**config.mk**
```make
export PLATFORM = sky130hd
export DESIGN_NAME = sertx_top
export DESIGN_NICKNAME = d
export VERILOG_FILES = /design/src/rtl/sertx_pkg.sv /design/src/rtl/sertx_bit_timer.sv /design/src/rtl/sertx_frame_fsm.sv /design/src/rtl/sertx_top.sv
export SDC_FILE = /design/constraint.sdc
export NUM_CORES = 1
export LEC_CHECK = 0
export ABC_AREA = 1
export BUFFER_PORTS_ARGS = -buffer_cell sky130_fd_sc_hd__buf_2
export CORE_UTILIZATION = 55
export DETAILED_ROUTE_END_ITERATION = 12
export PLACE_DENSITY_LB_ADDON = 0.08
export RECOVER_POWER = 50
export SLEW_MARGIN = 10
export SYNTH_ARGS = -nofsm -noshare
export SYNTH_HDL_FRONTEND = slang
export SYNTH_SLANG_ARGS = --single-unit
```
**constraint.sdc**
```tcl
create_clock -name clk -period 1.96 [get_ports clk]
set_input_delay 0.392 -clock clk [delete_from_list [all_inputs] [get_ports clk]]
set_output_delay 0.392 -clock clk [all_outputs]
set_load 0.02 [all_outputs]
```
**src/rtl/sertx_pkg.sv**
```systemverilog
package sertx_pkg;

    typedef enum logic [2:0] {
        PH_IDLE,
        PH_START,
        PH_DATA,
        PH_PARITY,
        PH_STOP1,
        PH_STOP2
    } phase_e;

    typedef struct packed {
        logic       par_force;
        logic       par_even;
        logic       par_on;
        logic       two_stop;
        logic [1:0] len_code;
    } frame_cfg_t;

    function automatic frame_cfg_t decode_cfg(input logic [7:0] ctrl);
        frame_cfg_t c;
        c.len_code  = ctrl[1:0];
        c.two_stop  = ctrl[2];
        c.par_on    = ctrl[3];
        c.par_even  = ctrl[4];
        c.par_force = ctrl[5];
        return c;
    endfunction

    function automatic logic [3:0] data_bits(input logic [1:0] len_code);
        return 4'd5 + {2'b00, len_code};
    endfunction

    function automatic logic parity_of(input frame_cfg_t c, input logic [7:0] d);
        logic [7:0] mask;
        logic       x;
        mask = 8'hFF >> (3 - c.len_code);
        x    = ^(d & mask);
        if (c.par_force) return ~c.par_even;
        return c.par_even ? x : ~x;
    endfunction

endpackage

```
**src/rtl/sertx_bit_timer.sv**
```systemverilog
module sertx_bit_timer #(
    parameter int TICKS_PER_BIT = 16
) (
    input  logic clk,
    input  logic rst,
    input  logic restart,
    input  logic active,
    input  logic half,
    input  logic baud_tick,
    output logic bit_done
);
    localparam int CW = $clog2(TICKS_PER_BIT);
    localparam logic [CW:0] FULL_LAST = (CW+1)'(TICKS_PER_BIT - 1);
    localparam logic [CW:0] HALF_LAST = (CW+1)'(TICKS_PER_BIT / 2 - 1);

    logic [CW:0] cnt;
    logic [CW:0] last;

    assign last     = half ? HALF_LAST : FULL_LAST;
    assign bit_done = active && baud_tick && (cnt == last);

    always_ff @(posedge clk) begin
        if (rst || restart || bit_done) begin
            cnt <= '0;
        end else if (active && baud_tick) begin
            cnt <= cnt + 1'b1;
        end
    end

    // the tick count never passes the length of a full bit
    p_cnt_bound_r2: assert property (@(posedge clk) disable iff (rst)
        cnt <= FULL_LAST);

    // a half-length bit never counts beyond its own length
    p_half_bound_r4: assert property (@(posedge clk) disable iff (rst)
        (active && half) |-> cnt <= HALF_LAST);

endmodule

```
**src/rtl/sertx_frame_fsm.sv**
```systemverilog
module sertx_frame_fsm
    import sertx_pkg::*;
(
    input  logic       clk,
    input  logic       rst,
    input  logic       accept,
    input  logic [7:0] in_data,
    input  logic [7:0] line_ctrl,
    input  logic       bit_done,
    output logic       frame_bit,
    output logic       busy,
    output logic       half
);
    phase_e     phase;
    frame_cfg_t cfg_q;
    logic [7:0] shreg;
    logic [2:0] idx;
    logic       par_q;
    frame_cfg_t cfg_in;
    logic [2:0] last_idx;

    assign cfg_in   = decode_cfg(line_ctrl);
    assign last_idx = 3'(data_bits(cfg_q.len_code) - 4'd1);
    assign busy     = (phase != PH_IDLE);
    assign half     = (phase == PH_STOP2) && (cfg_q.len_code == 2'b00);

    always_comb begin
        unique case (phase)
            PH_START:  frame_bit = 1'b0;
            PH_DATA:   frame_bit = shreg[0];
            PH_PARITY: frame_bit = par_q;
            default:   frame_bit = 1'b1;
        endcase
    end

    always_ff @(posedge clk) begin
        if (rst) begin
            phase <= PH_IDLE;
            cfg_q <= '0;
            shreg <= '0;
            idx   <= '0;
            par_q <= 1'b0;
        end else if (phase == PH_IDLE) begin
            if (accept) begin
                phase <= PH_START;
                cfg_q <= cfg_in;
                shreg <= in_data;
                idx   <= '0;
                par_q <= parity_of(cfg_in, in_data);
            end
        end else if (bit_done) begin
            unique case (phase)
                PH_START: phase <= PH_DATA;
                PH_DATA: begin
                    if (idx == last_idx) begin
                        phase <= cfg_q.par_on ? PH_PARITY : PH_STOP1;
                    end else begin
                        idx   <= idx + 1'b1;
                        shreg <= shreg >> 1;
                    end
                end
                PH_PARITY: phase <= PH_STOP1;
                PH_STOP1:  phase <= cfg_q.two_stop ? PH_STOP2 : PH_IDLE;
                default:   phase <= PH_IDLE;
            endcase
        end
    end

    // the first bit after acceptance is a start bit of 0
    p_start_low_r2: assert property (@(posedge clk) disable iff (rst)
        $rose(busy) |-> frame_bit == 1'b0);

    // the latched format holds still for the whole frame
    p_cfg_stable_r9: assert property (@(posedge clk) disable iff (rst)
        (busy && $past(busy)) |-> $stable(cfg_q));

    // the parity phase is reached only with parity enabled
    p_parity_gate_r5: assert property (@(posedge clk) disable iff (rst)
        (phase == PH_PARITY) |-> cfg_q.par_on);

    // the second stop phase is reached only when two stops are selected
    p_stop2_gate_r4: assert property (@(posedge clk) disable iff (rst)
        (phase == PH_STOP2) |-> cfg_q.two_stop);

    // the data bit index stays within the selected length
    p_idx_bound_r3: assert property (@(posedge clk) disable iff (rst)
        (phase == PH_DATA) |-> idx <= last_idx);

endmodule

```
**src/rtl/sertx_top.sv**
```systemverilog
module sertx_top
    import sertx_pkg::*;
#(
    parameter int TICKS_PER_BIT = 16
) (
    input  logic       clk,
    input  logic       rst,
    input  logic       baud_tick,
    input  logic       in_valid,
    output logic       in_ready,
    input  logic [7:0] in_data,
    input  logic [7:0] line_ctrl,
    output logic       tx_line,
    output logic       tx_busy
);
    logic accept;
    logic bit_done;
    logic frame_bit;
    logic half;
    logic brk;

    assign brk      = line_ctrl[6];
    assign in_ready = ~tx_busy;
    assign accept   = in_valid && in_ready;
    assign tx_line  = brk ? 1'b0 : frame_bit;

    sertx_frame_fsm u_fsm (
        .clk       (clk),
        .rst       (rst),
        .accept    (accept),
        .in_data   (in_data),
        .line_ctrl (line_ctrl),
        .bit_done  (bit_done),
        .frame_bit (frame_bit),
        .busy      (tx_busy),
        .half      (half)
    );

    sertx_bit_timer #(
        .TICKS_PER_BIT (TICKS_PER_BIT)
    ) u_timer (
        .clk       (clk),
        .rst       (rst),
        .restart   (accept),
        .active    (tx_busy),
        .half      (half),
        .baud_tick (baud_tick),
        .bit_done  (bit_done)
    );

    // an accepted byte makes the block busy on the next cycle
    p_accept_busy_r10: assert property (@(posedge clk) disable iff (rst)
        (in_valid && in_ready) |=> tx_busy);

    // an idle line without break rests high
    p_idle_high_r2: assert property (@(posedge clk) disable iff (rst)
        (!tx_busy && !line_ctrl[6]) |-> tx_line);

    // busy ends only on a baud tick
    p_busy_end_r10: assert property (@(posedge clk) disable iff (rst)
        $fell(tx_busy) |-> $past(baud_tick));

endmodule

```
# == Yosys cells after proc, flatten, opt, wreduce, memory -nomap -nowiden ==
# Index checks and enable logic that the tools add are counted.
# totals
latch_bits,0
rom_bits,0
out_inout_bits,3
in_bits,20
reg_bits,24
elab_cells,70
ramBits,0
mem_count,0
# op_classes
n_reduce_logical,15
bitwise,4
eq_ne,10
muxes,27
multipliers,0
div_mod_pow,0
shift,1
magnitude_cmp,0
addsub,5
# op_table
op,n
$mux W8,5
$mux W3,11
$shr A8 B32 Y8 const A,1
$pmux W3 S4,1
$and A8 B8 Y8,1
$mux W1,8
$reduce_xor A8 Y1,1
$eq A3 B2 Y1 const B,2
$eq A3 B3 Y1 const B,2
$add A5 B1 Y5 const B,1
$eq A5 B5 Y1,1
$logic_and A1 B1 Y1,4
$mux W4,1
$ne A2 B1 Y1 const B,2
$reduce_and A4 Y1,1
$reduce_bool A2 Y1,2
$add A3 B1 Y3 const B,1
$add A3 B2 Y3 const A,1
$eq A3 B1 Y1 const B,1
$eq A3 B3 Y1,1
$logic_not A3 Y1,1
$ne A3 B1 Y1 const B,1
$not A1 Y1,3
$pmux W1 S3,1
7 further kinds,8

# == Logic depth before layout (Yosys ltp) ==
# Gate-level depths: netlist of the first run.
# logic_depth
depth_word,7
ltp_mapped,12
ltp_nobuf,12

# == Hierarchy ==
# A second synthesis of the first run with hierarchy kept.
# unflattened
hier_cells,231
area_unflattened_um2,1481.4
# modules_own_cells
mod,instances,cells_each,area_per_inst_um2,seq_area_each_um2
sertx_frame_fsm,1,180,1156.1,380.4
sertx_bit_timer,1,46,301.5,100.1
sertx_top,1,5,23.8,0.0

# == Worst setup path before layout of the first run ==
# No wires, ideal clock.
# synth_timing
kind,flip-flop to output port
from,register u_fsm.phase[2]
to,output tx_line
t_arrival_ps,1124
n_path_buf,0
setup_slack_ps,444
stages_incl_launch_ff,8
required_ps,1568
path_cell_list,dfxtp_1 inv_2 nand2_1 inv_1 nand2_1 inv_1 a22oi_1 a21oi_1
# synth_via
elab_chain_len,3
word_cells_on_any_way,5
classes_between,3 x eq/ne; 2 x mux
# synth_rtl
element,line,source
start: declaration,sertx_frame_fsm.sv:14,phase_e phase;
start signal: assignment,sertx_frame_fsm.sv:56,phase <= cfg_q.par_on ? PH_PARITY : PH_STOP1;
start signal: assignment,sertx_frame_fsm.sv:63,PH_STOP1: phase <= cfg_q.two_stop ? PH_STOP2 : PH_IDLE;
$eq A3 B2 Y1 / $eq A3 B1 Y1 (equally long branches),sertx_frame_fsm.sv:28,unique case (phase)
$pmux W1 S3 (*),sertx_frame_fsm.sv:28,
$mux W1 (*),sertx_top.sv:25,assign tx_line = brk ? 1'b0 : frame_bit;
end: declaration,sertx_top.sv:13,"output logic tx_line,"
# Mark *: on every way between the ends. The rest lies on a longest branch, timed or not.

# == Worst setup path in the final report of the first run ==
# Ends and elaborated chain as after synthesis.

==> parameters.txt, run 1 <==
Parameter                              Value

Status
  Outcome    finished clean

Power
  Internal power    1050 uW
  Relative contribution of sequential cells to total power    ~36%
  Clock network fraction of total power    20.0%
  Switching fraction of total power    42.6%
  Part of the power in combinational logic    44.1%
  Peak ir drop on the vdd network    ~0.0008 V
  Static power due to leakage    0.000749 uW
  Psw    784 uW
  Power per unit of standard cell area    about 1200 nW/um^2

Floorplan
  Height of the chip    52.6 um
  Horizontal extent of the die    approximately 53 um
  # rows    17
  Overall die area    about 2800 um^2
  Placeable core area    about 2300 um^2
  I/O pin count    23
  Effective utilization at floorplan    60.7%

Setup path
  Crit-path slowest cell    sky130_fd_sc_hd__dfxtp_4
  Launch point of the worst reg-to-reg path    u_fsm.phase[1]
  Worst Setup Start Kind    flip-flop
  WP data arrival    between 1 and 1.5 ns
  Critical path capture point type    output pin
  CP max stage delay    0.40 ns
  Worst Path Max Fanout    5
  Worst endpoint required time    1.57 ns
  Minimum setup slack among reg-to-reg paths    0.21 ns
  Worst path cell trace    inv_2, nand2_2, inv_1, nand2_2, inv_1, a22oi_1, a21oi_1, buf_4
  Start-to-end type of the worst setup path    reg -> out
  Capture instance of the worst register-to-register path    u_timer.cnt[4]
  Critical path startpoint    u_fsm.phase[2]
  Depth of the worst register-to-register path    8

Placed design
  DP HPWL    2300 um
  Worst setup timing slack at the placement stage    roughly 0.33 ns
  # port buffers    21
  GP Congestion    0.827
  Instance area after placement    1520 um^2

STA
  Final worst path period need    1.86 ns
  Slew of the pin with the lowest slew margin    0.371 ns
  Final count of negative-setup-slack endpoints    0
  Fin Clk Skew    0.00864 ns
  Timing-limited maximum frequency    roughly 540 MHz
  Worst hold slack    roughly 0.28 ns
  Slack of the critical path    0.0952 ns
  Part of the cycle the worst path needs    95.1%
  Unrepaired setup endpoints after global routing    yes
  Final-report hold violation count    0
  Final number of max-transition violations    0
  Remaining max-slew budget at the tightest pin    75.2%

Logic synthesis
  Mapped Avg Cell Area    6.58 um^2
  Yosys warns    0
  Number of enable flip-flop cells after synthesis    0
  Proportion of synthesized chip area in sequential cells    34.1%
  Post-Synthesis Net Count    236
  Synth cell types    28
  Post-synthesis instance area    1410 um^2
  Synthesis-stage register bit count    24
  Post-synthesis cell count    214
  Synth async-reset ratio    0%
  Top FF cell, synth    sky130_fd_sc_hd__dfxtp_1

Hold path
  Kind of path behind the tightest hold check    in -> reg
  Endpoint of the worst hold path    u_fsm.cfg_q[2]
  Hold path start    line_ctrl[2]
  Number of cells on the worst hold path    2

Global routing
  Global-route wire length before repair    around 5200 um
  Number of antenna violations at the first check in global routing    0
  Largest net degree at the start of global routing    19
  Number of global-route vias before repair    1243
  Final global-route overflow total    0
  Global Route Usage Sum    25.6%

Cells and area
  Proportion of layout cells with a drive suffix above 1    18.3%
  Number of nets in the finished design    258
  Final design instance area without fill    between 1500 and 2000 um^2
  Area growth from synthesis to final layout    11.3%
  Antenna Cells    0

Clocking
  TritonCTS buffer count    3
  Clock root cell    sky130_fd_sc_hd__clkbuf_4
  TritonCTS clock tree    done
  Clock insertion delay at the later pin of the skew report    0.32 ns
  Clock sink total    24
  Clock slew at the register clock pins of the worst setup and hold paths    0.15 ns
  # H-tree levels    1
  Maximum buffer depth of the clock tree    2
  Hold-fix buffers, CTS    0

Flow run
  Number of max-cap violations    0

Detailed routing
  Initial DRT Pass Iterations    4
  Number of remaining DRC errors    0
  Vias per std cell    5.31
  Avg WL per Cell    11.6 um
  Antenna-violating nets left    0
  Routed via count    about 1400
  WL final    approximately 3000 um
  Iteration-0 DRC count of the detailed router    38
-- layout by cell type (no fill, tap or decap), types with 3 or more instances in the layout --
cell                       synthesis  final
sky130_fd_sc_hd__nand3_1          24     24
sky130_fd_sc_hd__a21oi_1          18     18
sky130_fd_sc_hd__nand2_4           3      3
sky130_fd_sc_hd__inv_1            28     27
sky130_fd_sc_hd__buf_2             0     20
sky130_fd_sc_hd__inv_2             3      3
sky130_fd_sc_hd__nand2_1          58     56
sky130_fd_sc_hd__o21ai_0          14     14
sky130_fd_sc_hd__dfxtp_1          24     22
sky130_fd_sc_hd__nand2_2           1      3
sky130_fd_sc_hd__nand4_1           2      3
sky130_fd_sc_hd__clkbuf_4          0      3
sky130_fd_sc_hd__nor2_1           17     17
-- through the flow --
stage / std cells / setup TNS [ns] / util [%] / total power, uW
finish: 263 / 0 / 67.6 / 1840
global route: 263 / -0.00658 / 67.6 / 1970
CTS: 263 / 0 / 67.8 / 1830
detailed placement: 259 / 0 / 65.5 / 1460
global placement: 259 / 0 / 65.5 / 1430
floorplan: 214 / 0 / - / 1300
-- state kept, by name, indices dropped and copies added (netlist names) --
name,flops
u_fsm.shreg,8
u_fsm.par_q,1
u_fsm.phase,3
u_timer.cnt,5
u_fsm.idx,3
u_fsm.cfg_q,4
-- final cells by class --
class	instances	area, um^2
Inverter	31	120
Clock buffer	3	22.5
Fill cell	213	752
Multi-Input combinational cell	155	766
Sequential cell	24	485
Timing Repair Buffer	21	108
Clock inverter	1	30.0
Tap cell	28	35.0
-- worst max-delay path, delay by kind of cell, from the launching register on --
family	cells	cell delay (ns)
buffers and inverters	4	0.33
AOI/OAI and AO/OA	2	0.24
DFF	1	0.40
and+or+nand+nor	2	0.17
-- what timing repair did --
item	CTS	global route
setup buffers	0	0
cloned	0	0
gates resized for setup	1	7
setup endpoints to repair	1	2
-- per-layer routing --
metal	wire length (um)	vias up	share of wire (%)	GRT usage, %
met2	1460	29	48	44.5
met3	96	4	3.1	2.90
li1	-	725	-	-
met4	27	0	0.88	8.77
met1	1470	639	48	32.3
met5	0	-	0	0
-- power groups by stage --
stage / clock, uW / sequential [uW] / combinational [uW]
CTS: 372 / 652 / 805
detailed placement: 0 / 663 / 801
finish: 368 / 660 / 811
floorplan: 0 / 646 / 654
global route: 385 / 671 / 916
global placement: 0 / 658 / 776
-- cells in the mapped netlist (all sizes together), types with 2 or more instances --
cell | instances | area, um^2
a21oi | 18 | 90.1
buf | 3 | 26.3
dfxtp | 24 | 480
ha | 2 | 25.0
inv | 31 | 116
nand2 | 62 | 258
nand3 | 24 | 120
nand4 | 3 | 33.8
nor2 | 21 | 104
o21ai | 16 | 83.8
or2 | 2 | 12.5
xor2 | 2 | 17.5
-- cells by family (layout without fill, tap and decap cells) --
logic type	count (synthesis)	in the layout	share of synthesized area (%)
AND/OR/NAND/NOR	114	114	38.3
XOR/XNOR	3	3	1.87
AO/OA/AOI/OAI	36	36	13.5
flip-flops	24	24	34.1
buffers and inverters	35	56	10.4
adder cells (fa/ha/maj)	2	2	1.78
-- worst max-delay path by stage --
stage / endpoint / slack [ns] / depth (start not counted)
2_1_floorplan: tx_line / 0.44 / 7
3_3_place_gp: tx_line / 0.39 / 8
3_5_place_dp: tx_line / 0.33 / 8
4_1_cts: in_ready / 0.008 / 4
5_1_grt: tx_line / -0.007 / 8
6_report: tx_line / 0.1 / 8
Power figures use the tool's default switching activity.
==> run 2, diff against run 1 <==
- REMOVE_ABC_BUFFERS: not set -> 1
==> run 2 against run 1 <==
Effect of this change:
- wire length about the same
- sequential share of layout area about the same
- clock skew decreased by 0.0074 ns
- hold slack improved by 0.018 ns
- via count decreased by 1.5%
- critical path type unchanged
- critical endpoint is now in_ready
- largest cell class unchanged
==> parameters.txt, run 2 (synthesis gave the netlist of run 1 again) <==
Parameter                              Value

Cells and area
  Final design instance area without fill    1570 um^2
  Antenna Cells    0
  Most frequent standard cell in the layout excluding fill and tap cells    sky130_fd_sc_hd__nand2_1
  Max reg flops    8
  Number of nets in the finished design    258
  Area growth from synthesis to final layout    11.4%
  Final core utilization    67.6%
  Most used cells in the layout excluding fill and tap cells    56 x sky130_fd_sc_hd__nand2_1, 27 x sky130_fd_sc_hd__inv_1, 24 x sky130_fd_sc_hd__nand3_1
  Register ranked first by flip-flop count    u_fsm.shreg
  Largest registers    u_fsm.shreg x8, u_timer.cnt x5, u_fsm.cfg_q x4
  Proportion of layout cells with a drive suffix above 1    18.7%

Global routing
  Global-route wire length before repair    roughly 5100 um
  Final global-route overflow total    0
  Largest net degree at the start of global routing    19
  Number of global-route vias before repair    1271
  Number of antenna violations at the first check in global routing    0
  Global Route Usage Sum    roughly a quarter

Clocking
  Clock sink total    24
  # H-tree levels    1
  Clock insertion delay at the later pin of the skew report    just over 0.3 ns
  Hold-fix buffers, CTS    0
  Clock slew at the register clock pins of the worst setup and hold paths    ~0.13 ns
  Maximum buffer depth of the clock tree    2
  TritonCTS clock tree    done
  Clock root cell    sky130_fd_sc_hd__clkbuf_4
  TritonCTS buffer count    3

Flow run
  Number of max-cap violations    0

Setup path
  Worst Setup Start Kind    flip-flop
  Start-to-end type of the worst setup path    reg -> out
  WP data arrival    1.49 ns
  Worst endpoint required time    1.57 ns
  Worst Path Max Fanout    18
  Critical path capture point type    output pin
  Minimum setup slack among reg-to-reg paths    0.29 ns

STA
  Timing-limited maximum frequency    between 500 and 600 MHz
  Slew of the pin with the lowest slew margin    between 0.2 and 0.3 ns
  Final sum of negative setup slack    0 ns
  Final worst path period need    1.88 ns
  Final-report hold violation count    0
  Unrepaired setup endpoints after global routing    yes
  Final count of negative-setup-slack endpoints    0
  Final number of max-transition violations    0
  Part of the cycle the worst path needs    96.1%
  Remaining max-slew budget at the tightest pin    between 80% and 90%
  Fin Clk Skew    0.00124 ns
  Worst hold slack    about 0.3 ns

Detailed routing
  Routed via count    1376
  Antenna-violating nets left    0
  Avg WL per Cell    between 10 and 15 um
  Number of remaining DRC errors    0
  Initial DRT Pass Iterations    4
  WL final    a little over 3000 um
  Iteration-0 DRC count of the detailed router    31
  Vias per std cell    5.23

Power
  Total power draw    1750 uW
  Peak ir drop on the vdd network    0.000806 V
  Static power due to leakage    ~0.00075 uW
  Power per unit of standard cell area    1120 nW/um^2

Placed design
  Instance area after placement    1520 um^2
  DP HPWL    2380 um
  # port buffers    21
  GP Congestion    around 0.87

Status
  Outcome    finished clean

Floorplan
  Effective utilization at floorplan    60.7%
  Horizontal extent of the die    52.6 um
  Height of the chip    52.6 um
  Placeable core area    2320 um^2
  Overall die area    2770 um^2
  I/O pin count    23
  # rows    17

Hold path
  Kind of path behind the tightest hold check    in -> reg
## run 2: cell count changes in the layout (fill, tap and decap cells not counted), sizes merged
cell    delta
bufinv     -1
clkbuf     +1
## run 2: repair_timing
| action | 4_1_cts | 5_1_grt |
|---|---|---|
| endpoints found under the setup margin | 1 | 2 |
| gates resized for setup | 1 | 5 |
| setup buffers | 0 | 0 |
## run 2: worst paths after layout
kind	startpoint	endpoint	cells after the start
max reg2reg	u_fsm.phase[1]	u_timer.cnt[4]	9
min reg2reg	u_fsm.par_q	u_fsm.par_q	2
max	u_fsm.phase[1]	in_ready	4
min	line_ctrl[2]	u_fsm.cfg_q[2]	2
## run 2: final cells by class
cell class,instances,area (um^2)
multi-input combinational,155,786
fill,227,751
sequential,24,485
inverter,31,120
timing repair buffer,21,105
clock buffer,4,36.3
tap,28,35.0
## run 2: per-layer routing
metal,vias to the layer above,part of all wire [%],track usage (%)
met4,0,1.6,9.65
li1,726,-,-
met1,616,46,28.5
met5,-,0,0
met2,28,49,45.4
met3,6,3.5,4.06
## run 2: power breakdown
group          switching (uW)  internal, uW  total, uW
registers                69.2           589        658
clock network             148           113        262
logic                     575           258        833
## run 2: through the flow
step / setup slack [ns] / cells
3_3_place_gp: 0.380 / 259
5_1_grt: 0.00217 / 263
3_5_place_dp: 0.324 / 259
4_1_cts: 0.0138 / 263
2_1_floorplan: 0.444 / 210
6_report: 0.0764 / 263
## run 2: critical path, stage by stage, from the launching register on
cell and delay [ns]:
sky130_fd_sc_hd__dfxtp_1 0.44, sky130_fd_sc_hd__nor2_1 0.11, sky130_fd_sc_hd__nand2_4 0.21, sky130_fd_sc_hd__clkinvlp_4 0.21
sky130_fd_sc_hd__buf_2 0.20
==> run 3, diff against run 2 <==
- BUFFER_PORTS_ARGS: -buffer_cell sky130_fd_sc_hd__buf_2 -> not set
- CORE_UTILIZATION: 55 -> 60
- DONT_BUFFER_PORTS: not set -> 1
- SYNTH_HIERARCHICAL: not set -> 1
- clock period: 1.96 -> 2.1 ns (I/O delays scaled with it)
==> run 3 against run 2 <==
Effect of this change:
- count of clock-buffer cells in the layout did not move
- sequential cell count did not move
- wire length fell by 6.3%
- sequential power fell by 4.6%
- synthesized area rose by 5.2%
- core utilization fell by 0.11 points
- critical endpoint unchanged
==> parameters.txt, run 3 <==
Parameter                              Value

Placed design
  Cells after DPL    258
  GP Congestion    0.872
  # port buffers    0
  DP HPWL    about 2200 um

STA
  Part of the cycle the worst path needs    92.5%
  Final worst path period need    1.94 ns
  Final sum of negative setup slack    0 ns
  Slew of the pin with the lowest slew margin    0.370 ns
  Unrepaired setup endpoints after global routing    no
  Timing-limited maximum frequency    515 MHz
  Final count of negative-setup-slack endpoints    0
  Remaining max-slew budget at the tightest pin    75.3%
  Worst hold slack    between 0.1 and 0.15 ns
  Final-report hold violation count    0
  Final number of max-transition violations    0
  Fin Clk Skew    0.00568 ns

Flow run
  Number of max-cap violations    0

Cells and area
  Largest registers    u_fsm/shreg x8, u_timer/cnt x5, u_fsm/cfg_q x4
  Filler cells    210
  Most frequent standard cell in the layout excluding fill and tap cells    sky130_fd_sc_hd__nand2_1
  Area growth from synthesis to final layout    3.72%
  Final Non-Filler Cells    262
  Proportion of layout cells with a drive suffix above 1    around 11%
  Number of nets in the finished design    about 260
  Final core utilization    approximately two thirds
  Antenna Cells    0
  Most used cells in the layout excluding fill and tap cells    61 x sky130_fd_sc_hd__nand2_1, 33 x sky130_fd_sc_hd__inv_1, 28 x sky130_fd_sc_hd__nor2_1
  Max reg flops    8
  Register ranked first by flip-flop count    u_fsm/shreg

Power
  Internal power    861 uW
  Psw    646 uW
  Power per unit of standard cell area    981 nW/um^2
  Static power due to leakage    between 0.0007 and 0.0008 uW
  Peak ir drop on the vdd network    0.000649 V
  Part of the power in combinational logic    about two fifths
  Relative contribution of sequential cells to total power    between 40% and 50%
  Switching fraction of total power    42.9%
  Clock network fraction of total power    16.3%

Status
  Outcome    finished clean

Setup path
  Launch point of the worst reg-to-reg path    u_fsm/phase[1]
  Capture instance of the worst register-to-register path    u_fsm/idx[0]
  Start-to-end type of the worst setup path    reg -> out
  Worst Setup Start Kind    flip-flop
  Minimum setup slack among reg-to-reg paths    0.21 ns
  Worst endpoint required time    1.68 ns
  Worst Path Max Fanout    17
  Depth of the worst register-to-register path    11
  Critical path capture point type    output pin
  WP data arrival    1.52 ns

Floorplan
  Overall die area    around 2700 um^2
  # rows    17
  Height of the chip    51.7 um
  Horizontal extent of the die    ~52 um
  Placeable core area    about 2300 um^2
  I/O pin count    23
  Effective utilization at floorplan    65.1%

Global routing
  Final global-route overflow total    0
  Global-route wire length before repair    4890 um
  Number of antenna violations at the first check in global routing    0
  Global Route Usage Sum    24.8%
  Largest net degree at the start of global routing    18
  Number of global-route vias before repair    1227

Logic synthesis
  Post-synth top area cell    sky130_fd_sc_hd__dfxtp_1
  Biggest area contributors in the synthesized netlist    sky130_fd_sc_hd__dfxtp_1 32%, sky130_fd_sc_hd__nand2_1 14%, sky130_fd_sc_hd__inv_1 8.4%
  Fraction of synthesized cell area taken by the top area cell type    32.4%
  Post-synthesis instance area    1480 um^2
  Synth cell types    28
  Leading cell types by count after synthesis    57 x sky130_fd_sc_hd__nand2_1, 33 x sky130_fd_sc_hd__inv_1, 26 x sky130_fd_sc_hd__nor2_1
  Cell with the most instances after synthesis    sky130_fd_sc_hd__nand2_1
  Number of enable flip-flop cells after synthesis    0
  Synth async-reset ratio    0%
  Synthesis-stage register bit count    24
  Proportion of synthesized chip area in sequential cells    32.4%
  Mapped Avg Cell Area    6.41 um^2
  Yosys warns    6
  Top FF cell, synth    sky130_fd_sc_hd__dfxtp_1
  Post-synthesis cell count    roughly 230

Clocking
  Post-CTS setup buffer count    0
  TritonCTS clock tree    done
  Hold-fix buffers, CTS    0
  TritonCTS buffer count    3
  Clock root cell    sky130_fd_sc_hd__clkbuf_4
  Clock slew at the register clock pins of the worst setup and hold paths    0.13 ns
  Maximum buffer depth of the clock tree    2
  Post-CTS sizing    0
  Clock sink total    24
  # H-tree levels    1
  Clock insertion delay at the later pin of the skew report    0.32 ns

Detailed routing
  Antenna-violating nets left    0
  Number of remaining DRC errors    0
  Avg WL per Cell    around 11 um
  Iteration-0 DRC count of the detailed router    33
  Vias per std cell    5.26
  Initial DRT Pass Iterations    4
  WL final    2860 um
  Routed via count    around 1400

Hold path
  Kind of path behind the tightest hold check    in -> reg
  Hold path start    rst
  Number of cells on the worst hold path    1
  Endpoint of the worst hold path    u_fsm/phase[2]
run 3: layout make-up:
type	count	area, um^2	share of cell area, %
clock buffer	4	36.3	2.36
tap	28	35.0	2.28
multi-input combinational	168	833	54.2
timing repair buffer	1	7.51	0.489
inverter	37	143	9.28
sequential	24	482	31.4
run 3: through the flow:
step	setup WS [ns]	area, um^2	total power (uW)
floorplan	0.342	1470	1160
global placement	0.184	1510	1270
detailed placement	0.159	1510	1290
CTS	0.121	1540	1530
global route	0.0503	1540	1640
finish	0.157	1540	1510
run 3: layer usage:
layer	vias up	track usage, %	share of wire (%)
li1	739	-	-
met1	610	30.2	47
met2	25	41.6	47
met5	-	0	0
met3	5	4.39	4.2
met4	0	12.2	1.8
run 3: cell families (layout without fill, tap and decap cells):
kind of cell | count (synthesis) | count (layout) | share of synthesized area [%]
AND/OR/NAND/NOR | 129 | 129 | 40.8
buffers and inverters | 39 | 42 | 10.7
XOR/XNOR | 1 | 1 | 0.591
adder cells (fa/ha/maj) | 2 | 2 | 1.69
flip-flops | 24 | 24 | 32.4
AO/OA/AOI/OAI | 36 | 36 | 13.8
run 3: power groups by stage:
stage	registers, uW	clock network (uW)	logic, uW
3_5_place_dp	637	0	649
3_3_place_gp	632	0	640
4_1_cts	627	256	651
2_1_floorplan	618	0	538
5_1_grt	643	271	726
6_report	628	246	634
run 3: worst max-delay path: stages (launching register included):
cell and delay, ns:
sky130_fd_sc_hd__dfxtp_1 0.44, sky130_fd_sc_hd__inv_2 0.07, sky130_fd_sc_hd__nand2_1 0.11, sky130_fd_sc_hd__nor2_4 0.06
sky130_fd_sc_hd__inv_4 0.11, sky130_fd_sc_hd__buf_4 0.25, sky130_fd_sc_hd__inv_1 0.15
run 3: worst max-delay path by stage:
stage | slack (ns) | start | end | cells after the start
floorplan | 0.34 | u_fsm/phase[0] | u_fsm/idx[2] | 14
CTS | 0.12 | u_fsm/phase[2] | u_fsm/idx[1] | 13
global placement | 0.18 | u_fsm/phase[2] | u_fsm/idx[1] | 13
detailed placement | 0.16 | u_fsm/phase[2] | u_fsm/idx[1] | 13
global route | 0.05 | u_fsm/phase[1] | in_ready | 6
finish | 0.16 | u_fsm/phase[0] | in_ready | 6
